[config.mk]
export PLATFORM = sky130hd
export DESIGN_NAME = eth_tx_framer
export DESIGN_NICKNAME = d
export VERILOG_FILES = /design/src/rtl/tx_framer_pkg.sv /design/src/rtl/tx_crc32.sv /design/src/rtl/tx_framer_ctl.sv /design/src/rtl/eth_tx_framer.sv
export SDC_FILE = /design/constraint.sdc
export NUM_CORES = 1
export LEC_CHECK = 0
export CAP_MARGIN = 20
export CORE_ASPECT_RATIO = 0.9
export CORE_MARGIN = 2
export CORE_UTILIZATION = 45
export DETAILED_ROUTE_END_ITERATION = 7
export PLACE_DENSITY_LB_ADDON = 0.25
export SYNTH_ARGS = -nofsm -noshare
export SYNTH_HDL_FRONTEND = slang
export SYNTH_SLANG_ARGS = --single-unit
[constraint.sdc]
create_clock -name clk -period 4 [get_ports clk]
set_clock_uncertainty 0.05 [all_clocks]
set_input_delay 0.4 -clock clk [delete_from_list [all_inputs] [get_ports clk]]
set_output_delay 0.4 -clock clk [all_outputs]
set_load 0.05 [all_outputs]
[src/rtl/tx_framer_pkg.sv]
// Shared definitions for the transmit framer: state encoding, fixed
// preamble byte values and a one-byte step of the reflected CRC-32.
package tx_framer_pkg;

    typedef enum logic [2:0] {
        S_IDLE,
        S_PRE,
        S_DATA,
        S_PAD,
        S_FCS
    } tx_state_e;

    localparam logic [7:0]  PREAMBLE_BYTE = 8'h55;
    localparam logic [7:0]  DELIM_BYTE    = 8'hD5;
    localparam logic [31:0] CRC_POLY_REF  = 32'hEDB88320;
    localparam logic [31:0] CRC_PRESET    = 32'hFFFF_FFFF;

    // Advance a reflected CRC-32 register by one byte, bit 0 first.
    function automatic logic [31:0] crc32_step(input logic [31:0] crc, input logic [7:0] d);
        logic [31:0] c;
        c = crc;
        for (int i = 0; i < 8; i++) begin
            if (c[0] ^ d[i]) c = (c >> 1) ^ CRC_POLY_REF;
            else             c = c >> 1;
        end
        return c;
    endfunction

endpackage

[src/rtl/tx_crc32.sv]
// CRC-32 accumulator for the framer.
// Assumes: clear and upd are never asserted together with intent to update;
// clear wins. The register holds the uncomplemented running value.
module tx_crc32
    import tx_framer_pkg::*;
(
    input  logic        clk,
    input  logic        rst_n,
    input  logic        clear,
    input  logic        upd,
    input  logic [7:0]  d,
    output logic [31:0] crc
);

    // Preset on reset or clear, advance by one byte on each update.
    always_ff @(posedge clk) begin
        if (!rst_n || clear) crc <= CRC_PRESET;
        else if (upd)        crc <= crc32_step(crc, d);
    end

endmodule

[src/rtl/tx_framer_ctl.sv]
// Frame sequencer: emits preamble, forwards payload cut-through, inserts
// zero pad up to MIN_DATA bytes, then the check sequence (inverted on abort).
// Assumes: a frame opens with a tx_first beat; the buffer side holds a beat
// until tx_ready; abort never arrives on the frame-start beat.
module tx_framer_ctl
    import tx_framer_pkg::*;
#(
    parameter int PRE_BYTES = 8,
    parameter int MIN_DATA  = 60,
    parameter int FCS_BYTES = 4,
    parameter int CNT_W     = 17
) (
    input  logic              clk,
    input  logic              rst_n,
    input  logic              pad_enable,
    input  logic              fcs_disable,
    input  logic              tx_valid,
    input  logic [7:0]        tx_data,
    input  logic              tx_first,
    input  logic              tx_last,
    input  logic              tx_abort,
    input  logic              tx_add_fcs,
    output logic              tx_ready,
    output logic              line_valid,
    output logic [7:0]        line_data,
    output logic              line_eof,
    input  logic              line_ready,
    output logic              err_pulse,
    input  logic [31:0]       crc_in,
    output logic              crc_clear,
    output logic              crc_upd,
    output logic [7:0]        crc_d
);

    localparam int PRE_W = $clog2(PRE_BYTES);
    localparam int FCS_W = $clog2(FCS_BYTES);
    localparam logic [CNT_W-1:0] MIN_C    = MIN_DATA[CNT_W-1:0];
    localparam logic [PRE_W-1:0] PRE_LAST = PRE_W'(PRE_BYTES - 1);
    localparam logic [FCS_W-1:0] FCS_LAST = FCS_W'(FCS_BYTES - 1);

    tx_state_e          st;
    logic [PRE_W-1:0]   pre_cnt;
    logic [CNT_W-1:0]   byte_cnt;
    logic [FCS_W-1:0]   fcs_idx;
    logic               pad_q, off_q, add_q, inv_q;

    logic               fire, abort_take, add_now, pad_need, fcs_need;
    logic [CNT_W-1:0]   cnt_next;
    logic [31:0]        fcs_src;

    // Handshake and end-of-payload decisions shared by both processes.
    always_comb begin
        fire       = line_valid && line_ready;
        abort_take = (st == S_DATA) && tx_valid && tx_abort;
        add_now    = tx_first ? tx_add_fcs : add_q;
        cnt_next   = byte_cnt + 1'b1;
        pad_need   = pad_q && (cnt_next < MIN_C);
        fcs_need   = pad_need || !off_q || add_now;
        fcs_src    = inv_q ? crc_in : ~crc_in;
    end

    // Output multiplexer and buffer-side ready per state.
    always_comb begin
        tx_ready   = 1'b0;
        line_valid = 1'b0;
        line_data  = 8'h00;
        line_eof   = 1'b0;
        err_pulse  = 1'b0;
        case (st)
            S_PRE: begin
                line_valid = 1'b1;
                line_data  = (pre_cnt == PRE_LAST) ? DELIM_BYTE : PREAMBLE_BYTE;
            end
            S_DATA: begin
                if (abort_take) begin
                    tx_ready  = 1'b1;
                    err_pulse = 1'b1;
                end else begin
                    tx_ready   = line_ready;
                    line_valid = tx_valid;
                    line_data  = tx_data;
                    line_eof   = tx_last && !fcs_need;
                end
            end
            S_PAD: begin
                line_valid = 1'b1;
            end
            S_FCS: begin
                line_valid = 1'b1;
                line_data  = fcs_src[8*fcs_idx +: 8];
                line_eof   = (fcs_idx == FCS_LAST);
            end
            default: ;
        endcase
        crc_clear = (st == S_IDLE);
        crc_upd   = fire && ((st == S_DATA) || (st == S_PAD));
        crc_d     = line_data;
    end

    // Frame sequencing, counters and frame-start sampling of settings.
    always_ff @(posedge clk) begin
        if (!rst_n) begin
            st       <= S_IDLE;
            pre_cnt  <= '0;
            byte_cnt <= '0;
            fcs_idx  <= '0;
            pad_q    <= 1'b0;
            off_q    <= 1'b0;
            add_q    <= 1'b0;
            inv_q    <= 1'b0;
        end else begin
            case (st)
                S_IDLE: if (tx_valid && tx_first && !tx_abort) begin
                    st       <= S_PRE;
                    pre_cnt  <= '0;
                    byte_cnt <= '0;
                    fcs_idx  <= '0;
                    inv_q    <= 1'b0;
                    add_q    <= 1'b0;
                    pad_q    <= pad_enable;
                    off_q    <= fcs_disable;
                end
                S_PRE: if (fire) begin
                    pre_cnt <= pre_cnt + 1'b1;
                    if (pre_cnt == PRE_LAST) st <= S_DATA;
                end
                S_DATA: begin
                    if (abort_take) begin
                        inv_q <= 1'b1;
                        st    <= S_FCS;
                    end else if (fire) begin
                        byte_cnt <= cnt_next;
                        if (tx_first) add_q <= tx_add_fcs;
                        if (tx_last) begin
                            if (pad_need)      st <= S_PAD;
                            else if (fcs_need) st <= S_FCS;
                            else               st <= S_IDLE;
                        end
                    end
                end
                S_PAD: if (fire) begin
                    byte_cnt <= cnt_next;
                    if (cnt_next == MIN_C) st <= S_FCS;
                end
                S_FCS: if (fire) begin
                    fcs_idx <= fcs_idx + 1'b1;
                    if (fcs_idx == FCS_LAST) st <= S_IDLE;
                end
                default: st <= S_IDLE;
            endcase
        end
    end

    // no payload is taken while the preamble is still going out.
    p_pre_blocks_input_r1: assert property (@(posedge clk) disable iff (!rst_n)
        (st == S_PRE) |-> !tx_ready);

    // a padded, non-aborted frame reaches its trailer only at full length.
    p_pad_reaches_min_r2: assert property (@(posedge clk) disable iff (!rst_n)
        (st == S_FCS && pad_q && !inv_q) |-> (byte_cnt >= MIN_C));

    // pad is never the final byte; it always leads on to the trailer.
    p_pad_then_fcs_r3: assert property (@(posedge clk) disable iff (!rst_n)
        (st == S_PAD && fire) |=> (st == S_PAD || st == S_FCS));

    // an abort pulse is followed by the trailer with valid data.
    p_abort_trailer_r8: assert property (@(posedge clk) disable iff (!rst_n)
        err_pulse |=> (st == S_FCS && line_valid && !err_pulse));

    // generated bytes stay put while the line side stalls.
    p_stall_hold_r10: assert property (@(posedge clk) disable iff (!rst_n)
        (line_valid && !line_ready && st != S_DATA) |=> (line_valid && $stable(line_data)));

    // a gap follows the final byte of every frame.
    p_gap_after_eof_r11: assert property (@(posedge clk) disable iff (!rst_n)
        (fire && line_eof) |=> !line_valid);

endmodule

[src/rtl/eth_tx_framer.sv]
// Top of the transmit framer: sequencer plus CRC accumulator.
// Assumes: byte-wide streams on both sides, one clock domain, and a
// synchronous active-low reset.
module eth_tx_framer #(
    parameter int PRE_BYTES     = 8,
    parameter int MIN_BITS_FCS  = 544,
    parameter int FCS_BYTES     = 4,
    parameter int MAX_FRAME     = 65536
) (
    input  logic       clk,
    input  logic       rst_n,
    input  logic       pad_enable,
    input  logic       fcs_disable,
    input  logic       tx_valid,
    input  logic [7:0] tx_data,
    input  logic       tx_first,
    input  logic       tx_last,
    input  logic       tx_abort,
    input  logic       tx_add_fcs,
    output logic       tx_ready,
    output logic       line_valid,
    output logic [7:0] line_data,
    output logic       line_eof,
    input  logic       line_ready,
    output logic       err_pulse
);

    localparam int MIN_DATA = MIN_BITS_FCS / 8 - PRE_BYTES;
    localparam int CNT_W    = $clog2(MAX_FRAME + 1);

    logic [31:0] crc;
    logic        crc_clear, crc_upd;
    logic [7:0]  crc_d;

    tx_framer_ctl #(
        .PRE_BYTES (PRE_BYTES),
        .MIN_DATA  (MIN_DATA),
        .FCS_BYTES (FCS_BYTES),
        .CNT_W     (CNT_W)
    ) u_ctl (
        .clk         (clk),
        .rst_n       (rst_n),
        .pad_enable  (pad_enable),
        .fcs_disable (fcs_disable),
        .tx_valid    (tx_valid),
        .tx_data     (tx_data),
        .tx_first    (tx_first),
        .tx_last     (tx_last),
        .tx_abort    (tx_abort),
        .tx_add_fcs  (tx_add_fcs),
        .tx_ready    (tx_ready),
        .line_valid  (line_valid),
        .line_data   (line_data),
        .line_eof    (line_eof),
        .line_ready  (line_ready),
        .err_pulse   (err_pulse),
        .crc_in      (crc),
        .crc_clear   (crc_clear),
        .crc_upd     (crc_upd),
        .crc_d       (crc_d)
    );

    tx_crc32 u_crc (
        .clk   (clk),
        .rst_n (rst_n),
        .clear (crc_clear),
        .upd   (crc_upd),
        .d     (crc_d),
        .crc   (crc)
    );

endmodule

# Word-level counts from Yosys, hierarchy flattened
# Cells that the tools add are included.
[classes]
eq_ne = 19
n_bitwise = 17
mux = 64
addsub = 3
n_lt_le_gt_ge = 1
shifts = 1
reduce_logical = 29
[ops]
columns = ["op", "n"]
rows = [
  ["two-way mux 32 bit", 23],
  ["inverter 13 -> 14 bit", 8],
  ["two-way mux 17 bit", 3],
  ["case mux 17 bit (3 select lines)", 1],
  ["two-way mux 3 bit", 14],
  ["inverter 32 bit", 1],
  ["indexed part select 32 x 6 -> 8 bit", 1],
  ["case mux 8 bit (3 select lines)", 1],
  ["adder 17 x 1 -> 17 bit (second input constant)", 1],
  ["== test 17 x 6 -> 1 bit (second input constant)", 1],
  ["less-than comparator 17 x 6 -> 1 bit (second input constant)", 1],
  ["two-way mux 8 bit", 2],
  ["case mux 3 bit (5 select lines)", 1],
  ["!= test 2 x 1 -> 1 bit (second input constant)", 7],
  ["AND reduction 3 bit", 4],
  ["two-way mux 1 bit", 11],
  ["AND reduction 9 bit", 1],
  ["logical AND 1 bit", 8],
  ["case mux 1 bit (2 select lines)", 4],
  ["XOR 1 bit", 8],
  ["== test 3 x 2 -> 1 bit (second input constant)", 2],
  ["== test 3 bit (second input constant)", 2],
  ["!= test 2 bit (second input constant)", 3],
  ["case mux 3 bit (2 select lines)", 1],
  ["16 further kinds", 25],
]
[word_totals]
ff_bits = 61
output_inout_bits = 12

# Depth between registers and ports, before layout
# Gate-level depths: netlist (run 1).
[logic_depth]
word_depth = 35
ltp_mapped = 10
mapped_depth_nobuf = 9

# Cells and area by module
# From an unflattened synthesis (run 1), not the netlist that was laid out.
[hier_totals]
cells_unflattened = 493
area_unflattened_um2 = 4334.2
[modules_own_cells]
columns = ["module", "area_each_um2", "n_inst", "seq_area_each_um2", "cells_each"]
rows = [
  ["tx_framer_ctl", 2463.6, 1, 580.6, 297],
  ["tx_crc32", 1870.5, 1, 640.6, 196],
]

# Worst setup path after synthesis (run 1)
# Ideal clock, no wire load.
[synth_timing]
path_kind = "register to register"
from = "register u_ctl.fcs_idx[1]"
to = "register u_crc.crc[19]"
arrival_time_ns = 2.958
n_path_buf = 1
stages_incl_launch_ff = 10
t_required_ns = 3.813
setup_ns = 0.137
period_less_slack_ns = 3.145
setup_slack_ns = 0.855
cell_sequence = "dfxtp_1 > buf_6 > mux4_2 > xnor2_1 > a221o_1 > xor2_4 > xnor2_2 > xnor3_1 > xnor2_1 > o211ai_2"
[synth_between]
elab_cells_between_ends = 36
[synth_rtl]
columns = ["element", "line", "source"]
rows = [
  ["from (decl)", "tx_framer_ctl.sv:44", "logic [FCS_W-1:0] fcs_idx;"],
  ["from (signal assigned)", "tx_framer_ctl.sv:146", "fcs_idx <= fcs_idx + 1'b1;"],
  ["indexed part select 32 x 6 -> 8 bit", "tx_framer_ctl.sv:90", "line_data = fcs_src[8*fcs_idx +: 8];"],
  ["case mux 8 bit (3 select lines)", "tx_framer_ctl.sv:69", "case (st)"],
  ["net line_data[7]", "eth_tx_framer.sv:22", "output logic [7:0] line_data,"],
  ["XOR 1 bit", "tx_framer_pkg.sv:23", "if (c[0] ^ d[i]) c = (c >> 1) ^ CRC_POLY_REF;"],
  ["two-way mux 32 bit", "tx_framer_pkg.sv:23", ""],
  ["to (signal assigned)", "tx_crc32.sv:18", "else if (upd) crc <= crc32_step(crc, d);"],
  ["to (decl)", "tx_crc32.sv:12", "output logic [31:0] crc"],
]
# The timed path passes the listed nets, and every way through them passes these cells. The select of a mux whose other input is x is not followed.
# A chain may end at the register's enable or synchronous reset.

# Final worst setup path (run 1)
[layout_timing]
from = "register u_ctl.byte_cnt[0]"
to = "output line_eof"
[layout_between]
elab_chain_len = 9
[layout_rtl]
columns = ["element", "line", "source"]
rows = [
  ["from (decl)", "tx_framer_ctl.sv:43", "logic [CNT_W-1:0] byte_cnt;"],
  ["from (signal assigned)", "tx_framer_ctl.sv:132", "byte_cnt <= cnt_next;"],
  ["from (signal assigned)", "tx_framer_ctl.sv:142", "byte_cnt <= cnt_next;"],
  ["adder 17 x 1 -> 17 bit", "tx_framer_ctl.sv:56", "cnt_next = byte_cnt + 1'b1;"],
  ["less-than comparator 17 x 6 -> 1 bit", "tx_framer_ctl.sv:57", "pad_need = pad_q && (cnt_next < MIN_C);"],
  ["logical AND 1 bit", "tx_framer_ctl.sv:57", ""],
  ["logical OR 1 bit (2 in a row)", "tx_framer_ctl.sv:58", "fcs_need = pad_need || !off_q || add_now;"],
  ["zero test 1 bit", "tx_framer_ctl.sv:82", "line_eof = tx_last && !fcs_need;"],
  ["logical AND 1 bit", "tx_framer_ctl.sv:82", ""],
  ["two-way mux 1 bit", "tx_framer_ctl.sv:75", "if (abort_take) begin"],
  ["case mux 1 bit (2 select lines)", "tx_framer_ctl.sv:69", ""],
  ["to (decl)", "eth_tx_framer.sv:23", "output logic line_eof,"],
]
# No other way between the ends.

==> results of run 1 <==
-- layer usage --
layer	GRT usage	up-vias	part of all wire
met3	0.03418	12	0.047
met4	0.08222	0	0.015
met2	0.3290	97	0.44
met1	0.3036	1675	0.49
li1	-	1719	-
met5	0	-	0
-- worst max-delay path, cell delays in order (launching register included) --
cell            delay [ns]
dfxtp_1               0.44
ha_1                  0.29
nand4_1               0.28
o32a_1                0.41
nor2_1                0.12
o221ai_1              0.15
nor4_2                0.44
o21ai_0               0.18
dlymetal6s2s_1        0.34
-- cell families (layout without fill, tap and decap cells) --
group                      after synthesis  after routing  share of synthesized area
and+or+nand+nor                        146            146                     0.1709
AOI/OAI and AO/OA                      126            126                     0.2063
xor gates and xnor gates                83             83                     0.2267
DFF                                     61             61                     0.2931
buffers and inverters                   36             61                    0.03724
muxes                                   11             11                    0.05075
adders and majority gates                5              5                    0.01502
-- area by class of cell --
cell class / count / area share
Clock inverter: 6 / 0.01799
Timing Repair Buffer: 42 / 0.08136
Multi-Input combinational cell: 371 / 0.5833
Inverter: 3 / 0.002347
Tap cell: 122 / 0.03181
Sequential cell: 61 / 0.2545
Clock buffer: 10 / 0.02868
-- worst max-delay path by stage --
stage | startpoint | to | depth (start not counted)
4_1_cts | u_ctl.byte_cnt[0] | line_eof | 8
6_report | u_ctl.byte_cnt[0] | line_eof | 8
3_3_place_gp | u_ctl.byte_cnt[0] | line_eof | 8
2_1_floorplan | u_ctl.fcs_idx[1] | u_crc.crc[19] | 9
5_1_grt | u_ctl.byte_cnt[0] | line_eof | 8
3_5_place_dp | u_ctl.byte_cnt[0] | line_eof | 8
-- placed cells by master, fill, tap and decap left out, types with 4 or more instances in the layout --
| cell | synthesis | routed |
|---|---|---|
| xor2_1 | 12 | 12 |
| o211ai_1 | 22 | 22 |
| a21oi_1 | 18 | 18 |
| a21boi_0 | 9 | 9 |
| o21ai_0 | 32 | 32 |
| and3_1 | 5 | 5 |
| nand2_1 | 56 | 55 |
| xnor2_1 | 56 | 56 |
| nand3_1 | 15 | 15 |
| clkbuf_8 | 0 | 10 |
| a31oi_1 | 7 | 7 |
| dfxtp_1 | 61 | 61 |
| nor3_1 | 10 | 10 |
| and2_1 | 10 | 10 |
| nor2_1 | 18 | 18 |
| nand4_1 | 8 | 8 |
| buf_4 | 0 | 13 |
| ha_1 | 5 | 5 |
| xor2_4 | 6 | 6 |
| nor2b_1 | 8 | 8 |
| mux4_2 | 8 | 8 |
| clkdlybuf4s50_1 | 0 | 28 |
| o21ai_1 | 4 | 4 |
-- power by group through the flow --
stage / Combinational, mW / Sequential (mW) / Clock (mW)
finish: 0.425 / 0.618 / 0.633
global route: 0.462 / 0.618 / 0.670
CTS: 0.426 / 0.617 / 0.642
detailed placement: 0.422 / 0.632 / 0
global placement: 0.422 / 0.631 / 0
floorplan: 0.327 / 0.626 / 0
-- state kept, by name (all words and copies together) (netlist names), 2 cells and up --
| signal | cells |
|---|---|
| u_ctl.fcs_idx | 2 |
| u_crc.crc | 32 |
| u_ctl.byte_cnt | 17 |
| u_ctl.pre_cnt | 3 |
| u_ctl.st | 3 |
-- stage by stage --
| stage | util | setup WS [ns] |
|---|---|---|
| after floorplan | - | 0.8550 |
| after global placement | 0.5049 | 0.5506 |
| after detailed placement | 0.5049 | 0.4152 |
| after CTS | 0.5297 | 0.005747 |
| after global routing | 0.5306 | 0.3220 |
| final | 0.5306 | 0.5528 |
==> run summary, run 1 <==
status - completed
final setup vio count - 0
Synth top area share - 0.2931
post-route cell area - 4798 um2
CP Launch Type - flip-flop
post_cts resized - 0
# DRC - 0
fin crit share - 0.8618
CTS sink count - 61
Placed Area - 4566 um2
most instantiated cells after synthesis - dfxtp_1, nand2_1, xnor2_1
global route total overflow - 0
area of the multi-input gates - 2799 um2
HP Class - flip-flop to flip-flop
CP max FO - 7
R2R depth - 9
Synth async-reset ratio - 0
Finished Layout Cells - 615
vias in the first global route - 3358
Hold WS - 0.4429 ns
P per Cell Area - 349.2 nW/um2
initial drt markers - 157
layout cell share with drive strength beyond 1 - 0.1237
Seq pwr share - 0.369
LEAKAGE - 1.802 nW
Core ar. - 9042 um2
max-cap violation count - 0
post-route minimum period - 3.447 ns
RSZ-0062 raised after global routing - no
Post-synth EDFFs - 0
via count - 3503
gr usage total - 0.2144
antenna viol nets, final - 0
final-report hold violation count - 0
Worst R2R End - u_crc.crc[19]
Critical R2R Launch - u_ctl.fcs_idx[1]
worst hold start - u_ctl.pre_cnt[2]
die footprint - 10050 um2
clock power share - 0.378
H-Tree Depth - 3
gpl congestion - 0.8809
total negative setup slack - 0 ns
Worst Hold End - u_ctl.pre_cnt[2]
Die Ht - 95.29 um
Clock transition at path regs - 0.07 ns
critical path data required time - 3.55 ns
row count - 33
cell taking the most area after synthesis - dfxtp_1
CTS tree - yes
sw frac - 0.3032
Most used DFF post-synth - dfxtp_1
Fill cells - 840
sequential area share after synthesis - 0.2931
storage element area - 1221 um2
number of max-slew violations in the final report - 0
Post-CTS Hold Fix Bufs - 0
cell internal pwr - 1.167 mW
Post-Synthesis Cells - 468
Slew Limit Headroom - 0.4035
vias per std cell - 5.696
I/O Pins - 30
syn avg cell area - 8.903 um2
largest net degree at the start of global routing - 62
hold-critical path depth - 2
Synth Cell Area - 4166 um2
PortBufs - 29
DPL Wire Length - 7.039 mm
CTS Root Cell - clkbuf_8
Post-Syn Nets - 491
ant diodes - 0
sw power - 0.5080 mW
Yosys reg bits - 61
dpl cells - 599
Worst EP arrival - 3.00 ns
Longest Clk Path Bufs - 2
R2R Setup Slk - 0.60 ns
most numerous cell in the Yosys netlist - dfxtp_1
first-pass GRT wire length - 16.93 mm
top area cells in the synthesized netlist - dfxtp_1, xnor2_1, nand2_1, mux4_2, o211ai_1
antenna violations before repair - 0
post-CTS setup repair buffer count - 0
VDD IR max - 0.1837 mV
Tot Pwr - 1.675 mW
Chip Width - 105.4 um
WS Path Type - flip-flop to primary output
Initial Util - 0.4608
synthesis-to-layout area growth - 15.17%
Gate power share - 0.253
FMAX - 290.1 MHz
critical path endpoint category - primary output
Ys Warns - 0
Nets - 511
post-synthesis cell type count - 64
worst slew pin tran - 0.8948 ns
1st-pass router iterations - 4
cts bufs inserted - 9
Post-Route WL - 10.01 mm
post-DR wirelength/cell - 16.27 um
Skew-Pair Late Insertion Delay - 0.35 ns
Power figures use the tool's default switching activity.
==> run 2: changes to the inputs <==
RECOVER_POWER = 25   (was not set)
==> run 2 against run 1 <==
Sequential power is essentially flat. Clock power is essentially flat. First-iteration DRC count shrank 10%. Sequential share of layout area is essentially flat. Critical path depth is the same. Critical path type unchanged. Critical endpoint unchanged. Largest power group unchanged.
==> run summary, run 2 (synthesis results as in run 1) <==
row count - 33 (unchanged)
I/O Pins - 30 (unchanged)
vias in the first global route - 3358 (unchanged)
worst slew pin tran - 1.076 ns (+0.1807 ns)
VDD IR max - 0.1840 mV (+0.16%)
worst hold start - u_ctl.pre_cnt[2]
antenna viol nets, final - 0 (unchanged)
Die Ht - 95.29 um (unchanged)
largest net degree at the start of global routing - 62 (unchanged)
die footprint - 10050 um2 (unchanged)
P per Cell Area - 349.7 nW/um2 (+0.16%)
H-Tree Depth - 3 (unchanged)
Nets - 511 (unchanged)
post-CTS setup repair buffer count - 0 (unchanged)
Initial Util - 0.4608 (unchanged)
CP max FO - 7 (unchanged)
post-route minimum period - 3.453 ns (+0.005449 ns)
fin crit share - 0.8632 (+0.001362)
final-report hold violation count - 0 (unchanged)
FMAX - 289.6 MHz (-0.16%)
1st-pass router iterations - 4 (unchanged)
ant diodes - 0 (unchanged)
LEAKAGE - 1.793 nW (-0.47%)
worst setup margin - 0.5474 ns (-0.005449 ns)
vias per std cell - 5.686 (-0.17%)
gr usage total - 0.2144 (unchanged)
number of max-slew violations in the final report - 0 (unchanged)
Post-Route WL - 10.06 mm (+0.51%)
first-pass GRT wire length - 16.93 mm (unchanged)
Post-CTS Hold Fix Bufs - 0 (unchanged)
post_cts resized - 0 (unchanged)
critical path endpoint category - primary output
Largest Register - u_crc.crc
critical path data required time - 3.55 ns (about the same)
global route total overflow - 0 (unchanged)
Worst Hold End - u_ctl.pre_cnt[2]
max-cap violation count - 0 (unchanged)
WS Path Type - flip-flop to primary output
R2R Setup Slk - 0.60 ns (about the same)
Core ar. - 9042 um2 (unchanged)
synthesis-to-layout area growth - 14.95%
Critical R2R Launch - u_ctl.fcs_idx[1]
Worst Setup SP - u_ctl.byte_cnt[0]
leading cell type in the layout, fill and taps excluded - dfxtp_1
CP Launch Type - flip-flop
cts bufs inserted - 9 (unchanged)
post-route cell area - 4790 um2 (-0.18%)
Largest regs - u_crc.crc: 32 flops, u_ctl.byte_cnt: 17 flops
Slew Limit Headroom - 0.2830 (-0.1205)
PortBufs - 29 (unchanged)
Worst EP arrival - 3.00 ns (about the same)
layout cell share with drive strength beyond 1 - 0.1197 (-0.004057)
Skew-Pair Late Insertion Delay - 0.35 ns (about the same)
commonest non-fill, non-tap cells in the layout - dfxtp_1, xnor2_1, nand2_1, o21ai_0, clkdlybuf4s50_1
via count - 3497 (-0.17%)
total negative setup slack - 0 ns (unchanged)
Placed Area - 4566 um2 (unchanged)
Worst R2R End - u_crc.crc[19]
antenna violations before repair - 0 (unchanged)
Clock transition at path regs - 0.07 ns (about the same)
CTS tree - yes
initial drt markers - 141 (-10%)
status - completed
# DRC - 0 (unchanged)
CTS Root Cell - clkbuf_8
CTS sink count - 61 (unchanged)
Place WS - 0.4152 ns (unchanged)
R2R depth - 9 (unchanged)
RSZ-0062 raised after global routing - no
hold-critical path depth - 2 (unchanged)
post-DR wirelength/cell - 16.35 um (+0.51%)
Chip Width - 105.4 um (unchanged)
Fill cells - 838 (-0.24%)
final setup vio count - 0 (unchanged)
HP Class - flip-flop to flip-flop
max reg flops - 32 (unchanged)
gpl congestion - 0.8809 (unchanged)
Core Util, Final - 0.5297 (-0.0009690)
Longest Clk Path Bufs - 2 (unchanged)
DPL Wire Length - 7.039 mm (unchanged)
Tot Pwr - 1.675 mW (about the same)
run 2: area by class of cell:
cell class / count / area [um2] / area share
inverter: 3 / 11.26 / 0.002351
tap: 122 / 152.6 / 0.03187
clock inverter: 6 / 86.33 / 0.01803
sequential: 61 / 1221 / 0.2550
clock buffer: 10 / 137.6 / 0.02874
timing repair buffer: 42 / 384.1 / 0.08020
multi-input combinational: 371 / 2796 / 0.5839
run 2: through the flow:
stage / hold slack, ns / cells
global placement: 0.4166 / 599
CTS: 0.4488 / 615
floorplan: 0.4082 / 468
global route: 0.4702 / 615
detailed placement: 0.4393 / 599
finish: 0.4425 / 615
run 2: critical path, stage by stage (launching register included):
cell	delay (ns)
dfxtp_1	0.44
ha_1	0.29
nand4_1	0.27
o32a_1	0.40
nor2_1	0.12
o221ai_1	0.16
nor4_2	0.44
o21ai_0	0.19
dlymetal6s2s_1	0.35
run 2: worst max path at each step:
stage / end / slack, ns
global route: line_eof / 0.32
global placement: line_eof / 0.55
detailed placement: line_eof / 0.42
floorplan: u_crc.crc[19] / 0.85
finish: line_eof / 0.55
CTS: line_eof / 0.006
run 2: metal layers:
metal | vias to the layer above | global-route usage | share of wire
li1 | 1720 | - | -
met1 | 1664 | 0.3036 | 0.50
met2 | 101 | 0.3290 | 0.44
met3 | 12 | 0.03418 | 0.046
met4 | 0 | 0.08222 | 0.015
met5 | - | 0 | 0
run 2: power breakdown:
group | internal, mW | switching, mW
Combinational | 0.190 | 0.235
Sequential | 0.610 | 0.00744
Clock | 0.367 | 0.266
Total | 1.17 | 0.508
==> run 3: changes to the inputs <==
CTS_BUF_LIST = sky130_fd_sc_hd__clkbuf_4 sky130_fd_sc_hd__clkbuf_8   (was not set)
==> results of run 3 <==
No change in the layout: final DEF, timing and power equal those of run 2.
